**src/rtl/rtc_pkg.sv**
```systemverilog
package rtc_pkg;
  localparam logic [7:0] OFS_SEC_LIVE   = 8'h08;
  localparam logic [7:0] OFS_SEC_SHADOW = 8'h0C;
  localparam logic [7:0] OFS_MSEC       = 8'h10;

  typedef enum logic [1:0] {
    SEL_NONE,
    SEL_LIVE,
    SEL_SHADOW,
    SEL_MSEC
  } reg_sel_e;
endpackage

```
**src/rtl/rtc_ms_counter.sv**
```systemverilog
module rtc_ms_counter #(
  parameter int unsigned MS_PER_SEC = 1000,
  parameter int unsigned MS_W       = $clog2(MS_PER_SEC)
) (
  input  logic            clk,
  input  logic            rst,
  input  logic            tick_i,
  output logic [MS_W-1:0] ms_o,
  output logic            wrap_o
);
  localparam logic [MS_W-1:0] LAST = MS_W'(MS_PER_SEC - 1);

  logic [MS_W-1:0] cnt_q;

  // pulse in the cycle where the next edge rolls the count over
  assign wrap_o = tick_i && (cnt_q == LAST);
  assign ms_o   = cnt_q;

  always_ff @(posedge clk) begin
    if (rst) begin
      cnt_q <= '0;
    end else if (tick_i) begin
      cnt_q <= (cnt_q == LAST) ? '0 : cnt_q + 1'b1;
    end
  end
endmodule

```
**src/rtl/rtc_sec_counter.sv**
```systemverilog
module rtc_sec_counter #(
  parameter int unsigned SEC_W = 32
) (
  input  logic             clk,
  input  logic             rst,
  input  logic             inc_i,
  input  logic             load_i,
  input  logic [SEC_W-1:0] load_val_i,
  output logic [SEC_W-1:0] sec_o
);
  logic [SEC_W-1:0] cnt_q;

  assign sec_o = cnt_q;

  // a software load takes priority over the rollover increment
  always_ff @(posedge clk) begin
    if (rst) begin
      cnt_q <= '0;
    end else if (load_i) begin
      cnt_q <= load_val_i;
    end else if (inc_i) begin
      cnt_q <= cnt_q + 1'b1;
    end
  end
endmodule

```
**src/rtl/rtc_bus_port.sv**
```systemverilog
module rtc_bus_port
  import rtc_pkg::*;
#(
  parameter int unsigned ADDR_W = 8,
  parameter int unsigned DATA_W = 32,
  parameter int unsigned SEC_W  = 32,
  parameter int unsigned MS_W   = 10
) (
  input  logic              clk,
  input  logic              rst,
  input  logic              req_i,
  input  logic              we_i,
  input  logic [ADDR_W-1:0] addr_i,
  input  logic [DATA_W-1:0] wdata_i,
  input  logic [SEC_W-1:0]  sec_i,
  input  logic [MS_W-1:0]   ms_i,
  output logic              load_sec_o,
  output logic [SEC_W-1:0]  load_val_o,
  output logic [SEC_W-1:0]  shadow_o,
  output logic [DATA_W-1:0] rdata_o,
  output logic              rvalid_o
);
  reg_sel_e         sel;
  logic             rd;
  logic [SEC_W-1:0] shadow_q;

  always_comb begin
    if (addr_i == ADDR_W'(OFS_SEC_LIVE))        sel = SEL_LIVE;
    else if (addr_i == ADDR_W'(OFS_SEC_SHADOW)) sel = SEL_SHADOW;
    else if (addr_i == ADDR_W'(OFS_MSEC))       sel = SEL_MSEC;
    else                                        sel = SEL_NONE;
  end

  assign rd         = req_i && !we_i;
  assign load_sec_o = req_i && we_i && (sel == SEL_LIVE);
  assign load_val_o = wdata_i[SEC_W-1:0];
  assign shadow_o   = shadow_q;

  // the read data and the shadow both take the values from before the edge
  always_ff @(posedge clk) begin
    if (rst) begin
      shadow_q <= '0;
      rdata_o  <= '0;
      rvalid_o <= 1'b0;
    end else begin
      rvalid_o <= rd;
      if (rd) begin
        case (sel)
          SEL_LIVE:   rdata_o <= DATA_W'(sec_i);
          SEL_SHADOW: rdata_o <= DATA_W'(shadow_q);
          SEL_MSEC:   rdata_o <= DATA_W'(ms_i);
          default:    rdata_o <= '0;
        endcase
        if (sel == SEL_MSEC) shadow_q <= sec_i;
      end
    end
  end
endmodule

```
**src/rtl/rtc_shadow_top.sv**
```systemverilog
module rtc_shadow_top #(
  parameter int unsigned MS_PER_SEC = 1000,
  parameter int unsigned SEC_W      = 32,
  parameter int unsigned ADDR_W     = 8,
  parameter int unsigned DATA_W     = 32
) (
  input  logic              clk,
  input  logic              rst,
  input  logic              tick_i,
  input  logic              req_i,
  input  logic              we_i,
  input  logic [ADDR_W-1:0] addr_i,
  input  logic [DATA_W-1:0] wdata_i,
  output logic [DATA_W-1:0] rdata_o,
  output logic              rvalid_o
);
  localparam int unsigned MS_W = $clog2(MS_PER_SEC);

  logic [MS_W-1:0]  ms_cnt;
  logic             ms_wrap;
  logic [SEC_W-1:0] sec_cnt;
  logic [SEC_W-1:0] shadow_sec;
  logic             sec_load;
  logic [SEC_W-1:0] sec_load_val;

  rtc_ms_counter #(.MS_PER_SEC(MS_PER_SEC), .MS_W(MS_W)) u_ms (
    .clk(clk), .rst(rst), .tick_i(tick_i), .ms_o(ms_cnt), .wrap_o(ms_wrap)
  );

  rtc_sec_counter #(.SEC_W(SEC_W)) u_sec (
    .clk(clk), .rst(rst), .inc_i(ms_wrap), .load_i(sec_load),
    .load_val_i(sec_load_val), .sec_o(sec_cnt)
  );

  rtc_bus_port #(.ADDR_W(ADDR_W), .DATA_W(DATA_W), .SEC_W(SEC_W), .MS_W(MS_W)) u_bus (
    .clk(clk), .rst(rst), .req_i(req_i), .we_i(we_i), .addr_i(addr_i),
    .wdata_i(wdata_i), .sec_i(sec_cnt), .ms_i(ms_cnt),
    .load_sec_o(sec_load), .load_val_o(sec_load_val), .shadow_o(shadow_sec),
    .rdata_o(rdata_o), .rvalid_o(rvalid_o)
  );
endmodule

```
**config.mk**
```make
export PLATFORM = sky130hd
export DESIGN_NAME = rtc_shadow_top
export DESIGN_NICKNAME = d
export VERILOG_FILES = /design/src/rtl/rtc_pkg.sv /design/src/rtl/rtc_ms_counter.sv /design/src/rtl/rtc_sec_counter.sv /design/src/rtl/rtc_bus_port.sv /design/src/rtl/rtc_shadow_top.sv
export SDC_FILE = /design/constraint.sdc
export NUM_CORES = 1
export LEC_CHECK = 0
export ABC_CLOCK_PERIOD_IN_PS = 2600
export BUFFER_PORTS_ARGS = -buffer_cell sky130_fd_sc_hd__buf_2
export CAP_MARGIN = 5
export CORE_MARGIN = 2
export CORE_UTILIZATION = 57
export DETAILED_ROUTE_END_ITERATION = 6
export PLACE_DENSITY_LB_ADDON = 0.08
export RECOVER_POWER = 100
export SYNTH_ARGS = -nofsm -noshare
export SYNTH_HDL_FRONTEND = slang
export SYNTH_SLANG_ARGS = --single-unit
export TNS_END_PERCENT = 100
```
**constraint.sdc**
```tcl
create_clock -name clk -period 2.6 [get_ports clk]
set_input_delay 0.52 -clock clk [delete_from_list [all_inputs] [get_ports clk]]
set_output_delay 0.52 -clock clk [all_outputs]
set_load 0.02 [all_outputs]
```
**After elaboration in Yosys (flattened, before gate mapping)**

Cells that the tools add are included.

- Add/subtract/negate cells: 2
- $mul: 0
- Divide/modulo/power cells: 0
- Order comparisons: 0
- Equality and inequality tests: 7
- Shifts and indexed selects: 0
- Mux-type cells: 7
- Bitwise logic cells: 0
- Reductions and logical operators: 7

Operators by type and width:

| kind | number |
|---|---|
| case mux 32 bit (3 select lines) | 1 |
| 2-to-1 mux 32 bit | 2 |
| adder 32 x 1 -> 32 bit (second input constant) | 1 |
| == test 8 x 4 -> 1 bit (second input constant) | 2 |
| adder 10 x 1 -> 10 bit (second input constant) | 1 |
| == test 10 bit (second input constant) | 1 |
| 2-to-1 mux 10 bit | 1 |
| == test 8 x 5 -> 1 bit (second input constant) | 1 |
| 2-to-1 mux 2 bit | 3 |
| == test 2 bit (second input constant) | 2 |
| logical AND 1 bit | 4 |
| == test 2 x 1 -> 1 bit (second input constant) | 1 |
| AND reduction 2 bit | 1 |
| nonzero test 2 bit | 1 |
| zero test 1 bit | 1 |

- Bits in registers: 107
- Bits in latches: 0
- RAM bits: 0
- Bits in read-only memories: 0
- Bits of input ports: 45
- Output and inout bits: 33
- Logic and storage cells: 28
- Memories kept: 0

**Depth between registers and ports, before layout**

Gate-level depths: netlist of the first run.

- Depth in word-level cells: 7
- Gate-level depth with buffers: 8
- Mapped depth without buffers: 6

**Hierarchy**

From an unflattened synthesis of the first run, not the netlist that was laid out.

- Cells, all modules: 625
- Area total of the unflattened synthesis: 5,768.0 um2

Modules (own cells, without submodules):

| module | times used | cells each | area each (um2) | sequential area each (um2) |
|---|---|---|---|---|
| rtc_bus_port | 1 | 329 | 3,323.2 | 1,301.2 |
| rtc_sec_counter | 1 | 241 | 1,924.3 | 640.6 |
| rtc_ms_counter | 1 | 55 | 520.5 | 200.2 |

**Worst setup path before layout of the first run**

No wires, ideal clock.

- Path kind: in2reg
- Start: input port tick_i
- End: register u_sec.cnt_q[30], in the netlist u_sec.sec_o[30]
- Library setup time: 0.086 ns
- Arrival: 1.975 ns
- Required time: 2.514 ns
- Path slack: 0.539 ns
- Cell stages on the path: 8
- Buffers on the path: 3
- Path through: clkbuf_2 > nand2_1 > or3_1 > buf_6 > buf_8 > nor4_2 > xnor2_1 > a211oi_1

- Word-level cells in the longest chain between the ends: 2

Ends and longest elaborated chain:

| what | RTL line | text |
|---|---|---|
| start: declaration | rtc_shadow_top.sv:9 | `input logic tick_i,` |
| logical AND 1 bit | rtc_ms_counter.sv:16 | `assign wrap_o = tick_i && (cnt_q == LAST);` |
| nonzero test 2 bit (no source line) | -- |  |
| end signal: assignment | rtc_sec_counter.sv:20 | `cnt_q <= load_val_i;` |
| end signal: assignment | rtc_sec_counter.sv:22 | `cnt_q <= cnt_q + 1'b1;` |
| end: declaration | rtc_sec_counter.sv:11 | `logic [SEC_W-1:0] cnt_q;` |

Every way passes these cells.
A chain may end at the register's enable or synchronous reset.

**Final worst setup path of the first run**

- Start: register u_ms.cnt_q[0], in the netlist u_ms.ms_o[0]
- End: register u_sec.cnt_q[26], in the netlist u_sec.sec_o[26]

- Word-level cells in the longest chain between the ends: 3

Ends and longest elaborated chain:

| what | RTL line | text |
|---|---|---|
| start: declaration | rtc_ms_counter.sv:13 | `logic [MS_W-1:0] cnt_q;` |
| start signal: assignment | rtc_ms_counter.sv:23 | `cnt_q <= (cnt_q == LAST) ? '0 : cnt_q + 1'b1;` |
| == test 10 bit | rtc_ms_counter.sv:16 |  |
| logical AND 1 bit | rtc_ms_counter.sv:16 |  |
| nonzero test 2 bit (no source line) | -- |  |

Every way passes these cells.

==> reports/metrics.cfg, run 1 <==
[run_status]
status=complete, no violations

[timing]
skew_ns=0.00765
slew_headroom_pct=27.0
rsz0062_at_grt=false
max_freq_mhz=435
finalSetupViolCount=0
min_period_over_period_pct=88.4
fin_setup_tns_ns=0
hold_slack_ns=0.379
report.final.slew_viol_count=0
period_minus_slack_ns=2.30
hold_viol_final=0
worst_pin_slew_ns=1.10

[clocking]
h-tree-depth=3
worstSkewPairLatency_ns=0.37
holdBufCountCts=0
cts_resized=0
cts_buffers=9
clk_pin_slew_worst_paths_ns=0.10
cts_sinks=107
clockRootBuffer=clkbuf_8
cts.path.max_buffers=2
cts_tree=built
cts_setup_buffers=0

[synth]
synthTopCellsByArea=dfxtp_1, nand2_1, nor2_1, a211oi_1, a22oi_1
yosysWarnings=0
synthFlopType=dfxtp_1
syn_inst=573
synth_edf_count=0
yosysUniqueCellTypes=40
yosys-top-cells-count=dfxtp_1, nand2_1, nor2_1
async_flop_share_pct=0
synth_seq_cells=107
synth.most_common_cell=dfxtp_1
synth-seq-area-share_pct=43.1
netlist_area_mm2=0.00497
syn_avg_cell_area_um2=8.67
synth_nets=620
synth_top_area_share_pct=43.1
yosys.area.top_type=dfxtp_1

[die]
die_y_um=97.3
die_width_um=97.3
rows=34
core_mm2=0.00859
start_util_pct=57.8
die_area_mm2=0.00948
pin_count=78

[cells_and_area]
syn_to_final_growth_pct=11.9
final_cells=744
drive_gt1_share_pct=16.2
fill_cells=754
diodes=0
utilization_pct=64.7
nets=679

[worst_setup_path]
cp.required_ns=2.88
path_cells=ha_1 -> and4bb_2 -> nand2b_1 -> clkbuf_1 -> nor4_1 -> xnor2_1 -> a211oi_1
start_kind=register
path_class=register to register
worstPathArrival_ns=2.58
reg2reg_slack_ns=0.30
worstPathMaxFanout=7
crit_path_top_delay_cell=dfxtp_1
critPathMaxStageDelay_ns=0.46
end_kind=register

[detailed_routing]
ant_nets=0
drt_first_pass_iters=5
drt_iter0_markers=299
wl_met2_um=5290
routed-via-count=4347
drcViolationCount=0
drt-vias-per-instance=5.84
wl_met3_um=773
wl_met1_um=5460
routed_wl_um=11800
top_layer_used=met4
wl_per_cell_um=15.8

[global_route]
track_usage_pct=25.5
antenna_found_initial=0
grt_pass1_vias=4090
grt_pass1_wl_um=19900
grt_max_degree=69
grt_overflow=0

[power]
vdd_drop_max_v=0.000347
p_leak_nw=1.91
power_density_mw_per_mm2=517
finalPower_mw=2.87

[placement]
port-buffer-count=77
gp_congestion=0.832
place_inst=729
hpwl_um=8070

[flow_run]
cap_viol_max_count=0

[min_path]
hold_path.class=input pin to register

==> placed cells by master (no fill, tap or decap), types with 3 or more instances in the layout <==
master / Yosys / layout
nor4_2: 6 / 6
nor2_1: 72 / 72
and2_1: 3 / 3
o21ai_0: 12 / 12
dfxtp_1: 107 / 107
nand2_1: 85 / 85
nor4_1: 5 / 5
xnor2_1: 27 / 27
mux2_2: 20 / 20
inv_1: 3 / 3
clkbuf_8: 0 / 10
buf_4: 0 / 10
a21oi_1: 32 / 32
a211oi_1: 32 / 32
nor4_4: 4 / 4
a22oi_1: 32 / 32
nor2b_1: 5 / 5
xor2_1: 13 / 13
nand4_1: 12 / 13
buf_2: 1 / 44
a22o_1: 10 / 10
and3_1: 7 / 7
nand3_1: 16 / 16
clkbuf_1: 38 / 36
and4_1: 3 / 3
nor3_1: 8 / 8
==> path summary, 6_finish.rpt <==
path	cells after the start	from	end
max	7	u_ms.ms_o[0]	u_sec.sec_o[26]
min	2	rst	u_bus.rvalid_o
max reg2reg	7	u_ms.ms_o[0]	u_sec.sec_o[26]
min reg2reg	2	u_bus.shadow_o[18]	u_bus.shadow_o[18]
==> area by class of cell <==
cell class                      count  area, um2  area share, %
Sequential cell                   107       2140           38.5
Inverter                            3       11.3          0.203
Multi-Input combinational cell    420       2620           47.1
Clock inverter                      4       75.1           1.35
Clock buffer                       11        141           2.54
Timing Repair Buffer               91        437           7.86
Tap cell                          108        135           2.43
==> registers in the layout (all words and copies together), names as in the netlist <==
name / flops
u_sec.sec_o: 32
u_bus.rvalid_o: 1
u_ms.ms_o: 10
u_bus.rdata_o: 32
u_bus.shadow_o: 32
==> logic make-up (layout without fill, tap and decap cells) <==
group,count (synthesis),after routing,share of synthesized area [%]
buf+inv,46,109,4.06
xor+xnor,40,40,7.05
fa+ha+maj,2,2,0.504
mux,22,22,4.94
compound gates,119,119,16.0
simple gates,237,237,24.3
flops,107,107,43.1
==> report_power, final <==
group | leakage (nW) | internal, mW | switching, mW
combinational | 0.946 | 0.0432 | 0.0722
clock | 0.102 | 0.564 | 0.546
sequential | 0.862 | 1.64 | 0.00707
==> per-layer routing <==
layer | GRT usage, % | vias up
li1 | - | 2132
met1 | 36.3 | 2055
met2 | 39.2 | 138
met3 | 4.03 | 22
met4 | 9.51 | 0
met5 | 0 | -
==> metrics by stage <==
| stage | area [um2] | worst slack, ns |
|---|---|---|
| finish | 5560 | 0.301 |
| global route | 5560 | 0.114 |
| CTS | 5630 | 0.386 |
| detailed placement | 5410 | 0.335 |
| global placement | 5410 | 0.413 |
| floorplan | 4970 | 0.539 |
==> critical path, delay by kind of cell, from the launching register on <==
family                   cells  cell delay (ns)
AO/OA/AOI/OAI                1             0.23
XOR/XNOR                     1             0.11
adder cells (fa/ha/maj)      1             0.26
buffers and inverters        1             0.27
flip-flops                   1             0.46
AND/OR/NAND/NOR              3             0.87
Power figures use the tool's default switching activity.
==> run 2, diff against run 1 <==
==> constraint.sdc (replaced) <==
create_clock -name clk -period 2.6 [get_ports clk]
set_input_delay 0.39 -clock clk [delete_from_list [all_inputs] [get_ports clk]]
set_output_delay 0.39 -clock clk [all_outputs]
set_load 0.1 [all_outputs]
==> run 2 against run 1 <==
  * Power is 2.4% lower
  * Global-route usage is 0.81 points lower
  * Critical path depth is 1 lower
  * Flip-flop and latch count stayed put
  * Wire length is 2.7% lower
  * Combinational power hardly changed
  * Sequential power hardly changed
  * Clock power is 6% lower
  * Count of clock-buffer cells in the layout stayed put
  * Critical endpoint is now u_sec.sec_o[27]
==> reports/metrics.cfg, run 2 (synthesized netlist as in run 1, its figures left out) <==
[placement]
place_inst=728  ; -0.14%
gp_congestion=0.905  ; +8.8%
hpwl_um=7890  ; -2.2%
dp_slack_ns=0.381  ; +0.0463 ns
place_area_mm2=0.00539  ; -0.37%
port-buffer-count=77  ; unchanged

[global_route]
grt_max_degree=65  ; -5.8%
grt_pass1_vias=3895  ; -4.8%
antenna_found_initial=0  ; unchanged
grt_pass1_wl_um=19200  ; -3.3%
track_usage_pct=24.7  ; -0.81 points
grt_overflow=0  ; unchanged

[timing]
rsz0062_at_grt=false
fin_setup_tns_ns=0  ; unchanged
report.final.slew_viol_count=0  ; unchanged
slew_headroom_pct=20.7  ; -6.3 points
skew_ns=0.0126  ; +0.00500 ns
hold_slack_ns=0.289  ; -0.0907 ns
hold_viol_final=0  ; unchanged
finalSetupViolCount=0  ; unchanged
setup_ws_ns=0.276  ; -0.0254 ns
worst_pin_slew_ns=1.19  ; +0.0993 ns
period_minus_slack_ns=2.32  ; +0.0254 ns
max_freq_mhz=430  ; -1.1%
min_period_over_period_pct=89.4  ; +0.98 points

[worst_setup_path]
cp_top_family=simple AND/OR/NAND/NOR gates
critPathMaxStageDelay_ns=0.59  ; +0.13 ns
path_class=register to register
start_kind=register
end_kind=register
crit-reg2reg-launch=u_ms.ms_o[6]
cp.required_ns=2.81  ; -0.07 ns
worstRegToRegCells=6  ; -1
crit_path_top_delay_cell=or3_1
worstPathArrival_ns=2.53  ; -0.05 ns
worstPathMaxFanout=11  ; +4
path_cells=nand4_1 -> or3_1 -> buf_4 -> nor4_1 -> xnor2_1 -> a211oi_1
reg2reg_slack_ns=0.28  ; -0.03 ns
r2r-end=u_sec.sec_o[27]
critPathBufInv=1  ; unchanged

[power]
p_leak_nw=1.88  ; -1.5%
finalPower_mw=2.81  ; -2.4%
power_density_mw_per_mm2=509  ; -1.6%
vdd_drop_max_v=0.000366  ; +5.5%

[cells_and_area]
drive_gt1_share_pct=15.6  ; -0.63 points
final_cell_mix=dfxtp_1, nand2_1, nor2_1
regArea_mm2=0.00214  ; unchanged
final_area_mm2=0.00552  ; -0.77%
utilization_pct=64.2  ; -0.50 points
diodes=0  ; unchanged
nets=678  ; -0.15%
final_cells=744  ; unchanged
multi_input_area_mm2=0.00259  ; -0.81%
fill_cells=770  ; +2.1%
final_common_cell=dfxtp_1
syn_to_final_growth_pct=11.1

[die]
die_width_um=97.3  ; unchanged
die_y_um=97.3  ; unchanged
pin_count=78  ; unchanged
rows=34  ; unchanged
core_mm2=0.00859  ; unchanged
start_util_pct=57.8  ; unchanged
die_area_mm2=0.00948  ; unchanged

[detailed_routing]
ant_nets=0  ; unchanged
drt_iter0_markers=298  ; -0.33%
routed-via-count=4255  ; -2.1%
routed_wl_um=11400  ; -2.7%
drt_first_pass_iters=5  ; unchanged
drt-vias-per-instance=5.72  ; -2.1%
wl_per_cell_um=15.4  ; -2.7%
drcViolationCount=0  ; unchanged

[clocking]
cts_setup_buffers=0  ; unchanged
cts_resized=0  ; unchanged
cts.path.max_buffers=2  ; unchanged
clk_pin_slew_worst_paths_ns=0.10  ; about the same
holdBufCountCts=0  ; unchanged
cts_sinks=107  ; unchanged
cts_buffers=9  ; unchanged
clockRootBuffer=clkbuf_8
cts_tree=built
worstSkewPairLatency_ns=0.37  ; about the same
h-tree-depth=3  ; unchanged

[min_path]
hold_path.class=input pin to register
hold_end=u_sec.sec_o[21]
min-delay-start=wdata_i[21]
min_path_cells=3  ; +1

[run_status]
status=complete, no violations

[flow_run]
cap_viol_max_count=0  ; unchanged

## run 2: final cells by class
cell class,instances,area share [%]
repair buffers,90,7.76
clock inverters,5,1.13
multi-input cells,420,47.1
flip-flops and latches,107,38.8
well taps,108,2.45
clock buffers,11,2.56
inverters,3,0.204
## run 2: worst min-delay path, cell delays in order
cell	delay [ns]
buf_2	0.09
nor2_1	0.09
a211oi_1	0.05
## run 2: worst max-delay path by stage
stage	startpoint	end	slack, ns	cells past startpoint
6_report	u_ms.ms_o[6]	u_sec.sec_o[27]	0.28	6
5_1_grt	u_ms.ms_o[5]	u_sec.sec_o[27]	0.14	6
4_1_cts	u_ms.ms_o[6]	u_sec.sec_o[26]	0.39	6
3_5_place_dp	tick_i	u_sec.sec_o[26]	0.38	7
3_3_place_gp	tick_i	u_sec.sec_o[26]	0.41	7
2_1_floorplan	tick_i	u_sec.sec_o[30]	0.67	8
## run 2: per-layer routing
metal / track usage (%) / wire length (um) / vias up
met5: 0 / 0 / -
li1: - / - / 2145
met2: 37.6 / 5040 / 128
met4: 7.37 / 169 / 0
met1: 36.1 / 5540 / 1969
met3: 4.03 / 691 / 13
## run 2: where the power goes
part / internal (mW) / switching [mW]
Clock: 0.476 / 0.565
Combinational: 0.0423 / 0.0753
Sequential: 1.64 / 0.00671
